<file path="src/rtl/mcyc_pkg.sv">
package mcyc_pkg;

    localparam int OP_W   = 6;
    localparam int CODE_W = 5;

    localparam logic [OP_W-1:0] OPC_RTYPE = 6'h00;
    localparam logic [OP_W-1:0] OPC_LOAD  = 6'h23;
    localparam logic [OP_W-1:0] OPC_STORE = 6'h2B;
    localparam logic [OP_W-1:0] OPC_ORIMM = 6'h0D;
    localparam logic [OP_W-1:0] OPC_BEQ   = 6'h04;
    localparam logic [OP_W-1:0] OPC_JUMP  = 6'h02;

    // ALU B operand select
    localparam logic [2:0] AB_REG  = 3'd0;
    localparam logic [2:0] AB_FOUR = 3'd1;
    localparam logic [2:0] AB_SEXT = 3'd2;
    localparam logic [2:0] AB_BOFF = 3'd3;
    localparam logic [2:0] AB_ZEXT = 3'd4;

    // ALU operation select
    localparam logic [1:0] AO_ADD   = 2'd0;
    localparam logic [1:0] AO_SUB   = 2'd1;
    localparam logic [1:0] AO_FUNCT = 2'd2;
    localparam logic [1:0] AO_OR    = 2'd3;

    // PC source select
    localparam logic [1:0] PS_ALU    = 2'd0;
    localparam logic [1:0] PS_TARGET = 2'd1;
    localparam logic [1:0] PS_JUMP   = 2'd2;
    localparam logic [1:0] PS_VEC    = 2'd3;

    typedef enum logic [3:0] {
        ST_FETCH, ST_DECODE, ST_MADDR, ST_MREAD, ST_LDWB, ST_MWRITE,
        ST_REXEC, ST_RWB, ST_IEXEC, ST_IWB, ST_BRANCH, ST_JUMP,
        ST_UNDEF, ST_OVFL
    } state_e;

    typedef enum logic [2:0] {
        CL_RTYPE, CL_LOAD, CL_STORE, CL_ORIMM, CL_BEQ, CL_JUMP, CL_BAD
    } iclass_e;

    typedef struct packed {
        logic              ir_we;
        logic              mem_rd;
        logic              mem_wr;
        logic              addr_sel;
        logic              rf_we;
        logic              rf_dst;
        logic              rf_src;
        logic              alu_a;
        logic [2:0]        alu_b;
        logic [1:0]        alu_op;
        logic              pc_we;
        logic [1:0]        pc_src;
        logic              epc_we;
        logic              cause_we;
        logic [CODE_W-1:0] cause_code;
    } ctl_t;

endpackage

</file>
<file path="src/rtl/mcyc_opdec.sv">
module mcyc_opdec
    import mcyc_pkg::*;
(
    input  logic [OP_W-1:0] op_i,
    output iclass_e         cls_o
);
    always_comb begin
        case (op_i)
            OPC_RTYPE: cls_o = CL_RTYPE;
            OPC_LOAD:  cls_o = CL_LOAD;
            OPC_STORE: cls_o = CL_STORE;
            OPC_ORIMM: cls_o = CL_ORIMM;
            OPC_BEQ:   cls_o = CL_BEQ;
            OPC_JUMP:  cls_o = CL_JUMP;
            default:   cls_o = CL_BAD;
        endcase
    end
endmodule

</file>
<file path="src/rtl/mcyc_nxt.sv">
module mcyc_nxt
    import mcyc_pkg::*;
(
    input  state_e  state_i,
    input  iclass_e cls_i,
    input  logic    ovf_i,
    output state_e  next_o
);
    always_comb begin
        next_o = ST_FETCH;
        unique case (state_i)
            ST_FETCH:  next_o = ST_DECODE;
            ST_DECODE: begin
                unique case (cls_i)
                    CL_RTYPE: next_o = ST_REXEC;
                    CL_LOAD,
                    CL_STORE: next_o = ST_MADDR;
                    CL_ORIMM: next_o = ST_IEXEC;
                    CL_BEQ:   next_o = ST_BRANCH;
                    CL_JUMP:  next_o = ST_JUMP;
                    default:  next_o = ST_UNDEF;
                endcase
            end
            ST_MADDR:  next_o = (cls_i == CL_LOAD) ? ST_MREAD : ST_MWRITE;
            ST_MREAD:  next_o = ST_LDWB;
            // overflow only diverts the R-type path
            ST_REXEC:  next_o = ovf_i ? ST_OVFL : ST_RWB;
            ST_IEXEC:  next_o = ST_IWB;
            ST_LDWB, ST_MWRITE, ST_RWB, ST_IWB,
            ST_BRANCH, ST_JUMP, ST_UNDEF, ST_OVFL:
                       next_o = ST_FETCH;
            default:   next_o = ST_FETCH;
        endcase
    end
endmodule

</file>
<file path="src/rtl/mcyc_outs.sv">
module mcyc_outs
    import mcyc_pkg::*;
#(
    parameter logic [CODE_W-1:0] CODE_UNDEF = 5'd10,
    parameter logic [CODE_W-1:0] CODE_OVF   = 5'd12
) (
    input  state_e state_i,
    input  logic   eq_i,
    output ctl_t   ctl_o
);
    always_comb begin
        ctl_o = '0;
        unique case (state_i)
            ST_FETCH: begin
                ctl_o.ir_we  = 1'b1;
                ctl_o.mem_rd = 1'b1;
                ctl_o.alu_b  = AB_FOUR;
                ctl_o.alu_op = AO_ADD;
                ctl_o.pc_we  = 1'b1;
                ctl_o.pc_src = PS_ALU;
            end
            ST_DECODE: begin
                // branch target precomputed into S
                ctl_o.alu_b  = AB_BOFF;
                ctl_o.alu_op = AO_ADD;
            end
            ST_MADDR: begin
                ctl_o.alu_a  = 1'b1;
                ctl_o.alu_b  = AB_SEXT;
                ctl_o.alu_op = AO_ADD;
            end
            ST_MREAD: begin
                ctl_o.mem_rd   = 1'b1;
                ctl_o.addr_sel = 1'b1;
            end
            ST_LDWB: begin
                ctl_o.rf_we  = 1'b1;
                ctl_o.rf_src = 1'b1;
            end
            ST_MWRITE: begin
                ctl_o.mem_wr   = 1'b1;
                ctl_o.addr_sel = 1'b1;
            end
            ST_REXEC: begin
                ctl_o.alu_a  = 1'b1;
                ctl_o.alu_b  = AB_REG;
                ctl_o.alu_op = AO_FUNCT;
            end
            ST_RWB: begin
                ctl_o.rf_we  = 1'b1;
                ctl_o.rf_dst = 1'b1;
            end
            ST_IEXEC: begin
                ctl_o.alu_a  = 1'b1;
                ctl_o.alu_b  = AB_ZEXT;
                ctl_o.alu_op = AO_OR;
            end
            ST_IWB: begin
                ctl_o.rf_we = 1'b1;
            end
            ST_BRANCH: begin
                ctl_o.alu_a  = 1'b1;
                ctl_o.alu_b  = AB_REG;
                ctl_o.alu_op = AO_SUB;
                ctl_o.pc_we  = eq_i;
                ctl_o.pc_src = PS_TARGET;
            end
            ST_JUMP: begin
                ctl_o.pc_we  = 1'b1;
                ctl_o.pc_src = PS_JUMP;
            end
            ST_UNDEF, ST_OVFL: begin
                // ALU yields PC-4 for EPC; PC takes the vector
                ctl_o.alu_b      = AB_FOUR;
                ctl_o.alu_op     = AO_SUB;
                ctl_o.pc_we      = 1'b1;
                ctl_o.pc_src     = PS_VEC;
                ctl_o.epc_we     = 1'b1;
                ctl_o.cause_we   = 1'b1;
                ctl_o.cause_code = (state_i == ST_UNDEF) ? CODE_UNDEF : CODE_OVF;
            end
            default: ctl_o = '0;
        endcase
    end
endmodule

</file>
<file path="src/rtl/mcyc_ctrl.sv">
module mcyc_ctrl
    import mcyc_pkg::*;
#(
    parameter int                ADDR_W     = 32,
    parameter logic [ADDR_W-1:0] EXC_VEC    = 32'h8000_0180,
    parameter logic [CODE_W-1:0] CODE_UNDEF = 5'd10,
    parameter logic [CODE_W-1:0] CODE_OVF   = 5'd12
) (
    input  logic              clk_i,
    input  logic              rst_ni,
    input  logic [OP_W-1:0]   op_i,
    input  logic              ovf_i,
    input  logic              eq_i,
    output logic              ir_we_o,
    output logic              mem_rd_o,
    output logic              mem_wr_o,
    output logic              addr_sel_o,
    output logic              rf_we_o,
    output logic              rf_dst_o,
    output logic              rf_src_o,
    output logic              alu_a_o,
    output logic [2:0]        alu_b_o,
    output logic [1:0]        alu_op_o,
    output logic              pc_we_o,
    output logic [1:0]        pc_src_o,
    output logic              epc_we_o,
    output logic              cause_we_o,
    output logic [CODE_W-1:0] cause_code_o,
    output logic [ADDR_W-1:0] exc_vec_o
);
    state_e  state_q;
    state_e  state_d;
    iclass_e cls;
    ctl_t    ctl;

    mcyc_opdec u_dec (
        .op_i  (op_i),
        .cls_o (cls)
    );

    mcyc_nxt u_nxt (
        .state_i (state_q),
        .cls_i   (cls),
        .ovf_i   (ovf_i),
        .next_o  (state_d)
    );

    mcyc_outs #(
        .CODE_UNDEF (CODE_UNDEF),
        .CODE_OVF   (CODE_OVF)
    ) u_outs (
        .state_i (state_q),
        .eq_i    (eq_i),
        .ctl_o   (ctl)
    );

    always_ff @(posedge clk_i) begin
        if (!rst_ni) state_q <= ST_FETCH;
        else         state_q <= state_d;
    end

    assign ir_we_o      = ctl.ir_we;
    assign mem_rd_o     = ctl.mem_rd;
    assign mem_wr_o     = ctl.mem_wr;
    assign addr_sel_o   = ctl.addr_sel;
    assign rf_we_o      = ctl.rf_we;
    assign rf_dst_o     = ctl.rf_dst;
    assign rf_src_o     = ctl.rf_src;
    assign alu_a_o      = ctl.alu_a;
    assign alu_b_o      = ctl.alu_b;
    assign alu_op_o     = ctl.alu_op;
    assign pc_we_o      = ctl.pc_we;
    assign pc_src_o     = ctl.pc_src;
    assign epc_we_o     = ctl.epc_we;
    assign cause_we_o   = ctl.cause_we;
    assign cause_code_o = ctl.cause_code;
    assign exc_vec_o    = EXC_VEC;
endmodule

</file>
<file path="config.mk">
export PLATFORM = sky130hd
export DESIGN_NAME = mcyc_ctrl
export DESIGN_NICKNAME = d
export VERILOG_FILES = /design/src/rtl/mcyc_pkg.sv /design/src/rtl/mcyc_opdec.sv /design/src/rtl/mcyc_nxt.sv /design/src/rtl/mcyc_outs.sv /design/src/rtl/mcyc_ctrl.sv
export SDC_FILE = /design/constraint.sdc
export NUM_CORES = 1
export LEC_CHECK = 0
export ABC_CLOCK_PERIOD_IN_PS = 2350
export BUFFER_PORTS_ARGS = -buffer_cell sky130_fd_sc_hd__buf_2
export CORE_UTILIZATION = 35
export CTS_CLUSTER_DIAMETER = 200
export DETAILED_ROUTE_END_ITERATION = 16
export GPL_ROUTABILITY_DRIVEN = 1
export HOLD_SLACK_MARGIN = 0.08
export PLACE_DENSITY = 0.81
export SYNTH_ARGS = -nofsm -noshare
export SYNTH_HDL_FRONTEND = slang
export SYNTH_SLANG_ARGS = --single-unit
</file>
<file path="constraint.sdc">
create_clock -name clk_i -period 2.35 [get_ports clk_i]
set_input_delay 0.47 -clock clk_i [delete_from_list [all_inputs] [get_ports clk_i]]
set_output_delay 0.47 -clock clk_i [all_outputs]
set_load 0.05 [all_outputs]
</file>
* Yosys cells after proc, flatten, opt, wreduce, memory -nomap -nowiden *
Index checks and enable logic that the tools add are counted.
W data, S select, Z words.

word-level totals
  output and inout bits = 55
  word-level logic and storage cells = 50
  register bits = 4
  bits of input ports = 10

operators by class
  mux-type cells = 17
  equality and inequality tests = 23
  reduce and logical (&&, ||, !) cells = 9

operator list
  kind                  number
  $pmux W5 S7           1
  $eq A4 B4 Y1 const B  6
  $pmux W4 S6           1
  $pmux W4 S5           1
  $pmux W3 S6           1
  $eq A4 B3 Y1 const B  4
  $eq A6 B6 Y1 const B  2
  $pmux W3 S4           1
  $eq A4 B2 Y1 const B  2
  $mux W1               8
  $reduce_or A2 Y1      4
  $mux W7               1
  $eq A3 B2 Y1 const B  2
  $eq A3 B3 Y1 const B  2
  $eq A6 B2 Y1 const B  1
  $eq A6 B3 Y1 const B  1
  $eq A6 B4 Y1 const B  1
  $logic_not A6 Y1      1
  $mux W3               2
  $eq A4 B1 Y1 const B  1
  $logic_not A4 Y1      1
  $mux W4               1
  $reduce_or A4 Y1      1
  $eq A3 B1 Y1 const B  1
  2 further kinds       2

* Depth between registers and ports, before layout *
  depth in word-level cells = 6
  depth in mapped cells = 5
  gate-level depth less buffers = 4

* Cells and area by module *
A second synthesis with hierarchy kept.

unflattened totals
  cells, all modules = 122
  area, all modules = 944.7 sq um

modules (own cells, without submodules)
  module      area each (sq um)  times used  sequential area each (sq um)  cells an instance
  mcyc_ctrl   352.8              1           80.1                          42
  mcyc_outs   329.1              1           0.0                           48
  mcyc_nxt    171.4              1           0.0                           19
  mcyc_opdec  91.3               1           0.0                           13

* Least setup slack after synthesis *
No wires, ideal clock.

  kind = register -> output
  start = register state_q[1]
  end = output alu_b_o[2]
  arrival = 2,352 ps
  data required time = 1,880 ps
  slack = -472 ps
  buffers on the path = 2
  stages on the path, launching flop included = 4
  cell sequence = dfxtp_1 clkbuf_1 buf_2 nor4b_1

between the ends
  word-level cells in the longest chain between the ends = 3
  elaborated cells between the ends (all ways) = 10
  those cells by class = 7 x eq/ne; 1 x mux; 2 x reduce/logical

ends and longest elaborated chain
  item                      line             RTL
  start: declaration        mcyc_ctrl.sv:31  state_e state_q;
  start signal: assignment  mcyc_ctrl.sv:59  else state_q <= state_d;
  $eq A4 B4 Y1              mcyc_outs.sv:13  unique case (state_i)
  $reduce_or A2 Y1          mcyc_outs.sv:13
  $pmux W5 S7 (*)           mcyc_outs.sv:13
  end: declaration          mcyc_ctrl.sv:22  output logic [2:0] alu_b_o,

Every way passes the cells marked *; elsewhere a longest branch is shown, timed or not.

* Worst setup path in the final report *
  start = register state_q[1]
  end = output mem_rd_o

between the ends
  word-level cells in the longest chain between the ends = 3
  elaborated cells between the ends (all ways) = 4
  those cells by class = 1 x eq/ne; 1 x mux; 2 x reduce/logical

ends and longest elaborated chain
  item                                                     line             RTL
  $eq A4 B2 Y1 / $logic_not A4 Y1 (equally long branches)  mcyc_outs.sv:13
  $reduce_or A2 Y1 (no source line) (*)                    n/a
  $mux W1 (*)                                              mcyc_outs.sv:13
  end: declaration                                         mcyc_ctrl.sv:15  output logic mem_rd_o,

Marked as above.

==> impl_metrics.py <==
metrics = {
    "routing": {
        "wl_per_cell_microns": 9.094,
        "postRouteAntennaNets": 0,
        "drc": 0,
        "drt-pass1-iter-count": 4,
        "first_iter_violations": 26,
        "viasPerCell": 4.421,
        "dr_total_vias": 756,
        "wirelength_mm": 1.555,
    },
    "yosys": {
        "ys_top_cells_by_area": "buf_4, dfxtp_1, a21oi_1, nor2_1, nand2b_1",
        "synth_top_cell_by_area": "buf_4",
        "yosys_warnings": 0,
        "synth_edf_count": 0,
        "avgSynthCellArea_sq_um": 6.639,
        "yosysMostFrequentCell": "buf_4",
        "synth-async-reset-ratio_pct": 0,
        "synth-seq-cells": 4,
        "ys_seq_area_share_pct": 9.969,
        "syn_area_sq_um": 803.3,
        "synth_cell_types": 32,
        "synth_common_cells": "buf_4, a21oi_1, nor2_1, nand2_1",
        "synth_flop_cell": "dfxtp_1",
        "synth_top_area_share_pct": 33.64,
        "synthCells": 121,
    },
    "global_route": {
        "grt_overflow": 0,
        "grt_max_degree": 23,
        "antenna_found_initial": 0,
        "track_usage_pct": 12.33,
        "grt_pass1_vias": 540,
        "grt_pass1_wl_mm": 2.415,
    },
    "power_and_ir_drop": {
        "leakage_nw": 0.4454,
        "power_density_nw_per_um2": 1405,
        "vdd_drop_max_mv": 0.6907,
        "finalPower_w": 0.001186,
    },
    "final_layout": {
        "largest_register_ff_count": 4,
        "drive_gt1_share_pct": 26.39,
        "diodes": 0,
        "layout.nets": 156,
        "final_cells": 171,
        "top_register": "state_q",
        "areaGrowthSynthToFinish_pct": 5.140,
        "top_regs": "state_q x4",
    },
    "sta": {
        "rsz0062_at_grt": "false",
        "drv_slew": 0,
        "slew_headroom_pct": 53.31,
        "worst_slew_pin_slew_ps": 699.4,
        "max_freq_ghz": 0.4556,
        "fin_skew_ps": 0.3448,
        "final_hold_viol_count": 0,
        "setup_viol": 0,
        "post-route-min-period_ps": 2195,
        "timing.final.crit_share_pct": 93.41,
    },
    "clock_tree": {
        "post-cts-setup-buffers": 0,
        "clockRootBuffer": "clkbuf_4",
        "cts_hold_buffers": 0,
        "clockBufferDepth": 2,
        "post_cts_resized": 0,
        "cts.sink_count": 4,
        "cts_tree": "built",
        "clk_latency_ps": 230,
        "clk_pin_slew_ps": 30,
        "cts_made_buffers": 3,
        "cts_max_level": 1,
    },
    "floorplan": {
        "fp.coreArea_sq_um": 2062,
        "die_h_microns": 49.91,
        "start_util_pct": 38.96,
        "die-area_sq_um": 2491,
        "die_w_microns": 49.91,
        "io_pins": 65,
        "row_count": 16,
    },
    "worst_setup_path": {
        "rr_worst_depth": 3,
        "cp_max_fo": 22,
        "cp.arrival_ps": 1730,
        "setup.worst_path.start_class": "register",
        "setup.worst_path.class": "reg2out",
        "crit_required_ps": 1880,
        "end_kind": "output port",
    },
    "placement": {
        "gp_congestion": 0.7570,
        "dp_cells": 168,
        "io_buffer_count": 30,
        "post-dp-hpwl_mm": 1.217,
    },
    "run": {
        "drv_cap": 0,
    },
    "min_path": {
        "hold_path_class": "in2reg",
        "hold_path_depth": 4,
    },
    "status": {
        "status": "finished, final reports clean",
    },
}
[path summary, 6_finish.rpt]
check	start	endpoint	slack [ps]
max	state_q[1]$_SDFF_PN0_	mem_rd_o	150
min reg2reg	state_q[2]$_SDFF_PN0_	state_q[0]$_SDFF_PN0_	780
min	ovf_i	state_q[1]$_SDFF_PN0_	580
max reg2reg	state_q[0]$_SDFF_PN0_	state_q[2]$_SDFF_PN0_	640
[critical path, cell delays in order, from the launching register on]
cell	delay [ps]
dfxtp_1	760
nand2b_1	300
and3_1	180
buf_2	260
[cell usage in the layout (no fill, tap or decap), types with 2 or more instances in the layout]
cell | synthesis | final
a211oi_1 | 2 | 2
a21o_1 | 2 | 2
clkbuf_4 | 0 | 3
nand3_1 | 3 | 3
o22ai_1 | 2 | 2
nand2b_1 | 4 | 4
buf_2 | 2 | 30
inv_1 | 2 | 2
o211ai_1 | 2 | 2
a21oi_1 | 11 | 11
o31ai_1 | 2 | 2
nand2_1 | 5 | 5
nor2b_1 | 2 | 2
nor2_1 | 11 | 10
or4_1 | 2 | 2
and3_1 | 3 | 3
nor3_1 | 4 | 3
conb_1 | 2 | 34
dfxtp_1 | 4 | 4
o21a_1 | 2 | 2
o21ai_0 | 4 | 4
[report_power, final]
group	internal (W)	switching [W]
sequential	0.0000899	0.0000848
combinational	0.000218	0.000711
clock	0.0000569	0.0000249
[cell families (layout without fill, tap and decap cells)]
logic type,count (synthesis),count (layout),share of synthesized area [%]
AOI/OAI and AO/OA,29,29,22.12
xor gates and xnor gates,2,2,2.181
buffers and inverters,45,36,39.10
DFF,4,4,9.969
other,2,34,0.9349
and+or+nand+nor,39,39,25.70
[cell type report]
cell class	instances	area, sq um
clock buffers	3	22.52
inverters	2	7.507
well taps	27	33.78
fillers	214	1217
flip-flops and latches	4	80.08
repair buffers	31	157.7
multi-input cells	104	543.0
[stage by stage]
stage	hold slack, ps	utilization, %	setup WS, ps	setup TNS [ps]	cell area, sq um
floorplan	619.0	-	-33.94	-33.94	937.1
global placement	747.6	39.87	400.8	0	822.0
detailed placement	766.7	39.87	416.4	0	822.0
CTS	568.4	40.96	162.3	0	844.6
global route	599.6	40.96	11.03	0	844.6
finish	579.1	40.96	155.0	0	844.6
[layer usage]
layer  GRT usage (%)  routed length [microns]
met2           17.34                      675
met3           3.395                      145
met5               0                        0
met1           17.61                      734
met4           4.286                        0
No activity file was read; power rests on OpenSTA's default activity.
